`config.mk`:
```
export PLATFORM = sky130hd
export DESIGN_NAME = rgb_phase_pwm
export DESIGN_NICKNAME = d
export VERILOG_FILES = /design/src/rtl/rgb_pwm_pkg.sv /design/src/rtl/rgb_tick_div.sv /design/src/rtl/rgb_phase_ctr.sv /design/src/rtl/rgb_chan.sv /design/src/rtl/rgb_phase_pwm.sv
export SDC_FILE = /design/constraint.sdc
export NUM_CORES = 1
export LEC_CHECK = 0
export ABC_AREA = 0
export BUFFER_PORTS_ARGS = -buffer_cell sky130_fd_sc_hd__buf_2
export CAP_MARGIN = 30
export CORE_AREA = 2 2 111 113
export CTS_BUF_LIST = sky130_fd_sc_hd__clkbuf_8
export DETAILED_ROUTE_END_ITERATION = 10
export DIE_AREA = 0 0 113 115
export HOLD_SLACK_MARGIN = 0.1
export PLACE_DENSITY = 0.82
export SYNTH_ARGS = -nofsm -noshare
export SYNTH_HDL_FRONTEND = slang
export SYNTH_SLANG_ARGS = --single-unit
export TNS_END_PERCENT = 1
```
`constraint.sdc`:
```
create_clock -name clk -period 4.65 [get_ports clk]
set_input_delay 1.395 -clock clk [delete_from_list [all_inputs] [get_ports clk]]
set_output_delay 1.395 -clock clk [all_outputs]
set_load 0.05 [all_outputs]
```
`src/rtl/rgb_pwm_pkg.sv`:
```
package rgb_pwm_pkg;

   typedef enum logic [1:0] {
      COL_RED   = 2'd0,
      COL_GREEN = 2'd1,
      COL_BLUE  = 2'd2
   } colour_e;

   // Divider terminal count per frequency select; code 11 aliases 10.
   function automatic logic [1:0] div_limit(input logic [1:0] fs);
      case (fs)
         2'b00:   div_limit = 2'd3;
         2'b01:   div_limit = 2'd1;
         default: div_limit = 2'd0;
      endcase
   endfunction

endpackage

```
`src/rtl/rgb_tick_div.sv`:
```
module rgb_tick_div
   import rgb_pwm_pkg::*;
#(
   parameter int DIV_W = 2
) (
   input  logic       clk,
   input  logic       rst_n,
   input  logic       base_tick,
   input  logic [1:0] freq_sel,
   output logic       pwm_tick
);

   if (DIV_W < 2) begin : g_bad_w
      $error("rgb_tick_div: DIV_W must be at least 2");
   end

   logic [DIV_W-1:0] cnt_q;
   logic [DIV_W-1:0] limit;

   assign limit    = DIV_W'(div_limit(freq_sel));
   assign pwm_tick = base_tick && (cnt_q >= limit);

   always_ff @(posedge clk) begin
      if (!rst_n) begin
         cnt_q <= '0;
      end else if (base_tick) begin
         if (pwm_tick) cnt_q <= '0;
         else          cnt_q <= cnt_q + 1'b1;
      end
   end

   // divide-by-four never yields adjacent ticks
   assert_div4_gap_R2: assert property (@(posedge clk) disable iff (!rst_n)
      (pwm_tick && freq_sel == 2'b00) ##1 (freq_sel == 2'b00) |-> !pwm_tick);

endmodule

```
`src/rtl/rgb_phase_ctr.sv`:
```
module rgb_phase_ctr #(
   parameter int PERIOD = 63,
   parameter int PH_W   = 6
) (
   input  logic            clk,
   input  logic            rst_n,
   input  logic            tick,
   output logic [PH_W-1:0] phase
);

   localparam logic [PH_W-1:0] LAST = PH_W'(PERIOD - 1);

   if (PERIOD < 2 || PERIOD > (1 << PH_W)) begin : g_bad_period
      $error("rgb_phase_ctr: PERIOD does not fit PH_W");
   end

   always_ff @(posedge clk) begin
      if (!rst_n) begin
         phase <= '0;
      end else if (tick) begin
         if (phase == LAST) phase <= '0;
         else               phase <= phase + 1'b1;
      end
   end

   assert_phase_range_R2: assert property (@(posedge clk) disable iff (!rst_n)
      phase <= LAST);

   assert_phase_hold_R2: assert property (@(posedge clk) disable iff (!rst_n)
      !tick |=> $stable(phase));

endmodule

```
`src/rtl/rgb_chan.sv`:
```
module rgb_chan
   import rgb_pwm_pkg::*;
#(
   parameter int      DUTY_W = 6,
   parameter int      PERIOD = 63,
   parameter colour_e COLOUR = COL_RED
) (
   input  logic              clk,
   input  logic              rst_n,
   input  logic              load,
   input  logic [DUTY_W-1:0] duty_in,
   input  logic [DUTY_W-1:0] phase_local,
   output logic              win
);

   localparam int EW = DUTY_W + 1;
   localparam logic [EW-1:0]     PER_X    = EW'(PERIOD);
   localparam logic [DUTY_W-1:0] DUTY_MAX = DUTY_W'(PERIOD);

   logic [DUTY_W-1:0] duty_q;
   logic [EW-1:0]     p_x;
   logic [EW-1:0]     d_x;

   always_ff @(posedge clk) begin
      if (!rst_n)    duty_q <= '0;
      else if (load) duty_q <= duty_in;
   end

   assign p_x = {1'b0, phase_local};
   assign d_x = {1'b0, duty_q};

   if (COLOUR == COL_RED) begin : g_start
      assign win = p_x < d_x;
   end else if (COLOUR == COL_GREEN) begin : g_centre
      logic [EW-1:0] start_x;
      assign start_x = (PER_X - d_x) >> 1;
      assign win     = (p_x >= start_x) && (p_x < start_x + d_x);
   end else begin : g_end
      assign win = p_x >= (PER_X - d_x);
   end

   assert_duty_hold_R10: assert property (@(posedge clk) disable iff (!rst_n)
      !load |=> $stable(duty_q));

   assert_full_on_R6: assert property (@(posedge clk) disable iff (!rst_n)
      (duty_q == DUTY_MAX) |-> win);

   assert_full_off_R6: assert property (@(posedge clk) disable iff (!rst_n)
      (duty_q == '0) |-> !win);

endmodule

```
`src/rtl/rgb_phase_pwm.sv`:
```
module rgb_phase_pwm
   import rgb_pwm_pkg::*;
#(
   parameter int NUM_SETS = 4,
   parameter int DUTY_W   = 6,
   parameter int LVL_W    = 2,
   parameter int SET_STEP = 16,
   parameter int DIV_W    = 2
) (
   input  logic                                 clk,
   input  logic                                 rst_n,
   input  logic                                 base_tick,
   input  logic [1:0]                           freq_sel,
   input  logic [NUM_SETS-1:0]                  set_en,
   input  logic                                 active,
   input  logic                                 force_off,
   input  logic [NUM_SETS*3*(DUTY_W+LVL_W)-1:0] chan_cfg,
   output logic [NUM_SETS*3-1:0]                led_on,
   output logic [NUM_SETS*3*LVL_W-1:0]          level_code
);

   localparam int COLOURS = 3;
   localparam int NCH     = NUM_SETS * COLOURS;
   localparam int BYTE_W  = DUTY_W + LVL_W;
   localparam int PERIOD  = (1 << DUTY_W) - 1;

   if (DUTY_W < 2) begin : g_bad_duty
      $error("rgb_phase_pwm: DUTY_W must be at least 2");
   end
   if (NUM_SETS < 1) begin : g_bad_sets
      $error("rgb_phase_pwm: NUM_SETS must be at least 1");
   end

   logic              pwm_tick;
   logic [DUTY_W-1:0] phase;
   logic [NCH-1:0]    win;

   rgb_tick_div #(.DIV_W(DIV_W)) u_div (
      .clk       (clk),
      .rst_n     (rst_n),
      .base_tick (base_tick),
      .freq_sel  (freq_sel),
      .pwm_tick  (pwm_tick)
   );

   rgb_phase_ctr #(.PERIOD(PERIOD), .PH_W(DUTY_W)) u_ctr (
      .clk   (clk),
      .rst_n (rst_n),
      .tick  (pwm_tick),
      .phase (phase)
   );

   for (genvar s = 0; s < NUM_SETS; s++) begin : g_set
      localparam int OFF = (s * SET_STEP) % PERIOD;
      localparam logic [DUTY_W-1:0] OFF_V  = DUTY_W'(OFF);
      localparam logic [DUTY_W-1:0] WRAP_V = DUTY_W'(PERIOD - OFF);
      localparam logic [DUTY_W-1:0] LAST_V = DUTY_W'(PERIOD - 1);

      logic [DUTY_W-1:0] ph_loc;
      logic              set_load;
      logic              set_gate;

      assign ph_loc   = (phase >= OFF_V) ? (phase - OFF_V) : (phase + WRAP_V);
      assign set_load = pwm_tick && (ph_loc == LAST_V);
      assign set_gate = set_en[s] && active && !force_off;

      for (genvar c = 0; c < COLOURS; c++) begin : g_col
         localparam int CH = s * COLOURS + c;

         rgb_chan #(
            .DUTY_W (DUTY_W),
            .PERIOD (PERIOD),
            .COLOUR (colour_e'(c))
         ) u_chan (
            .clk         (clk),
            .rst_n       (rst_n),
            .load        (set_load),
            .duty_in     (chan_cfg[CH*BYTE_W +: DUTY_W]),
            .phase_local (ph_loc),
            .win         (win[CH])
         );

         assign led_on[CH] = win[CH] && set_gate;
         assign level_code[CH*LVL_W +: LVL_W] = chan_cfg[CH*BYTE_W + DUTY_W +: LVL_W];
      end

      assert_set_gate_R8: assert property (@(posedge clk) disable iff (!rst_n)
         !(set_en[s] && active) |-> (led_on[s*COLOURS +: COLOURS] == '0));
   end

   assert_blank_R9: assert property (@(posedge clk) disable iff (!rst_n)
      force_off |-> (led_on == '0));

endmodule

```
==> impl_metrics.yaml <==
run_status:
  status: "finished with violations"
  violations: "design-rule violations"
power_and_ir_drop:
  p_leak_nw: 3.462
  clkPwrFrac_pct: 29.9
  combPwrFrac_pct: 28.9
  power_density_nw_per_um2: 226.1
  switching_share_pct: 31.38
  worst_ir_drop_vdd_uv: 174.7
  p_int_mw: 1.153
  netSwitchingPower_uw: 527.0
  seqPwrFrac_pct: 41.2
timing:
  skew_ns: 0.01014
  finalMaxSlewViolations: 0
  max_slew_margin_pct: 36.77
  max_freq_mhz: 216.4
  hold_violations: 0
  post-route-period-util_pct: 99.40
  fin_setup_tns_ns: 0
  tightest_slew_ns: 0.9484
  layout_min_cycle_time_ns: 4.622
  rsz0062_at_grt: "yes"
  setup_violations: 0
synth:
  async_flop_share_pct: 0
  syn-num-nets: 1017
  synth_seq_cells: 80
  ys_warn_count: 0
  synth_ff_type: "dfxtp_1"
  synth.cell_area_um2: 6589
  synth_edf_count: 0
  synth.distinct_cells: 57
  netlist_instances: 789
  yosysSeqAreaShare_pct: 24.31
  avgSynthCellArea_um2: 8.351
critical_path:
  critPathRequiredTime_ns: 3.25
  start_kind: "flip-flop"
  cp_max_fo: 3
  crit_type: "flip-flop to primary output"
  reg2reg_depth: 9
  end_kind: "primary output"
  critPathArrivalTime_ns: 3.23
grt:
  grt_pass1_vias: 5234
  grt-ovfl-total: 0
  grt_max_degree: 92
  antenna_found_initial: 1
  grt_usage_pct: 22.22
  grt_pass1_wl_mm: 23.81
cts:
  cts_buffer_depth: 2
  cts_tree: "done"
  htreeDepth: 3
  clkSinkCount: 80
  cts_root_buf: "clkbuf_8"
  clock_latency_ns: 0.38
  clk_pin_slew_ns: 0.08
  numCtsBuffers: 9
  cts_hold_buf: 0
die:
  fp.coreArea_um2: 11810
  ios: 143
  dieArea_um2: 13000
  die_h_um: 115
  die_w_um: 113
  num_rows: 40
  initial_core_util_pct: 55.78
layout:
  fin_nets: 1098
  post-route-cell-area_um2: 7428
  nFillCells: 1032
  seqCellArea_um2: 1610
  syn_to_final_growth_pct: 12.74
  fin_util_pct: 62.89
  finalNonFillerCells: 1024
  multi_input_area_um2: 4442
  drive_gt1_share_pct: 23.77
place:
  placed_cells: 997
  place_area_um2: 7086
  dp_hpwl_mm: 10.24
  gp_congestion: 0.8448
  port_buffers: 94
routing:
  ant_nets: 0
  drt_iter0_markers: 286
  wire_per_inst_um: 14.03
  drc: 12
  firstDrtPassIters: 7
  avgViaCountPerCell: 5.394
  vias: 5523
  routed_wl_mm: 14.37
min_path:
  hold_depth: 2
  hp-class: "flip-flop to flip-flop"
job:
  cap_violations: 0
-- kinds of logic (layout without fill, tap and decap cells) --
family	Yosys count	count (layout)	synth area share [%]
compound gates	193	193	19.37
xor+xnor	33	33	4.615
fa+ha+maj	121	121	23.43
buf+inv	123	209	9.172
flops	80	80	24.31
mux	6	6	1.177
other cells	0	2	0
simple gates	233	233	17.93
-- layout make-up --
type	instances	share of cell area, %
Multi-Input combinational cell	586	59.79
Sequential cell	80	21.68
Timing Repair Buffer	130	10.38
Inverter	63	3.183
Tap cell	147	2.476
Clock buffer	9	1.668
Clock inverter	7	0.7580
Antenna cell	2	0.06737
-- what timing repair did --
action / 4_1_cts / 5_1_grt
setup buffers: 8 / 1
setup endpoints to repair: 2 / 5
pin swaps: 2 / 8
gates resized for setup: 3 / 31
-- cell usage in the layout, fill, tap and decap left out, types with 10 or more instances in the layout --
master and instances:
a21oi_1 34, inv_1 62, a21boi_0 10, ha_1 115
o21ai_2 18, nor2_1 15, buf_2 88, a21boi_1 10
nand3_2 12, nand3_1 46, buf_4 37, o21ai_1 40
a21o_1 28, dfxtp_1 75, nand2_1 109, xnor2_1 21
nand2b_1 15, o21ai_0 14
-- cells in the mapped netlist (2+ instances only) --
cell      instances  area, um^2
and2_1            5       31.28
o211ai_1          3       22.52
nand3_2          12       120.1
a22oi_1           2       15.01
clkbuf_1         17       63.81
xor2_1            8       70.07
o21ai_1          39       195.2
or2_2             2       12.51
buf_6             5       56.30
dfxtp_1          80        1602
a211o_1           3       26.28
fa_1              4       80.08
a31oi_1           2       12.51
o21ai_2          18       157.7
nand2_1         109       409.1
o21bai_1          8       60.06
o21ai_0          15       75.07
ha_1            117        1464
o21a_1            2       15.01
and3_1            5       31.28
mux2i_1           4       40.04
a32o_1            2       20.02
nor3_1            3       15.01
a211oi_1          6       45.04
nand4_1           5       31.28
nand2b_1         15       93.84
a21boi_1         10       75.07
inv_1            63       236.5
a221oi_1          3       26.28
a21oi_1          36       180.2
buf_1             2       7.510
and3b_1           2       17.52
xnor2_1          23       201.4
nor2b_1           5       31.28
o22ai_1           2       12.51
nand4_2           2       25.02
a21o_1           28       210.2
buf_2            12       60.06
a21boi_0         10       75.07
nand3_1          46       230.2
nor2_1           15       56.30
buf_4            24       180.2
-- critical path, stage by stage (launching register included) --
cell      delay (ns)
dfxtp_2         0.34
inv_2           0.08
ha_2            0.19
inv_1           0.05
fa_2            0.35
inv_1           0.06
a21oi_1         0.05
o21bai_1        0.23
xnor2_1         0.17
ha_1            0.27
a21o_1          0.21
a221oi_2        0.31
a221oi_2        0.06
a211oi_2        0.28
buf_6           0.20
-- sequential cells by signal, summed over array words and instances (netlist names) --
signal                     cells
g_set.g_col.u_chan.duty_q     72
u_ctr.phase                    6
u_div.cnt_q                    2
-- final timing paths --
kind         slack [ns]                                  to                          startpoint
max                0.03                           led_on[4]  g_set[1].g_col[1].u_chan.duty_q[1]
min                0.46  g_set[0].g_col[0].u_chan.duty_q[1]  g_set[0].g_col[0].u_chan.duty_q[1]
max reg2reg        1.88  g_set[3].g_col[0].u_chan.duty_q[0]                      u_ctr.phase[4]
min reg2reg        0.46  g_set[0].g_col[0].u_chan.duty_q[1]  g_set[0].g_col[0].u_chan.duty_q[1]
-- power groups by stage --
stage	Clock (mW)	Sequential (mW)	Combinational, mW
global placement	0	0.709	0.455
detailed placement	0	0.709	0.470
CTS	0.512	0.693	0.476
global route	0.538	0.693	0.549
finish	0.502	0.692	0.486
floorplan	0	0.711	0.368
-- metrics by stage --
step	setup slack (ns)	hold slack (ns)	power, mW
detailed placement	0.2964	0.4498	1.178
global placement	0.4175	0.4419	1.163
CTS	0.001455	0.4613	1.681
finish	0.02807	0.4565	1.680
floorplan	-0.1397	0.4324	1.079
global route	-0.09812	0.4813	1.780
-- routing by layer --
metal  track usage [%]  wire [um]
met5                 0          0
met4             8.130        259
met3             3.479        682
met2             36.85       6801
met1             29.43       6628
No activity file was read; power rests on OpenSTA's default activity.
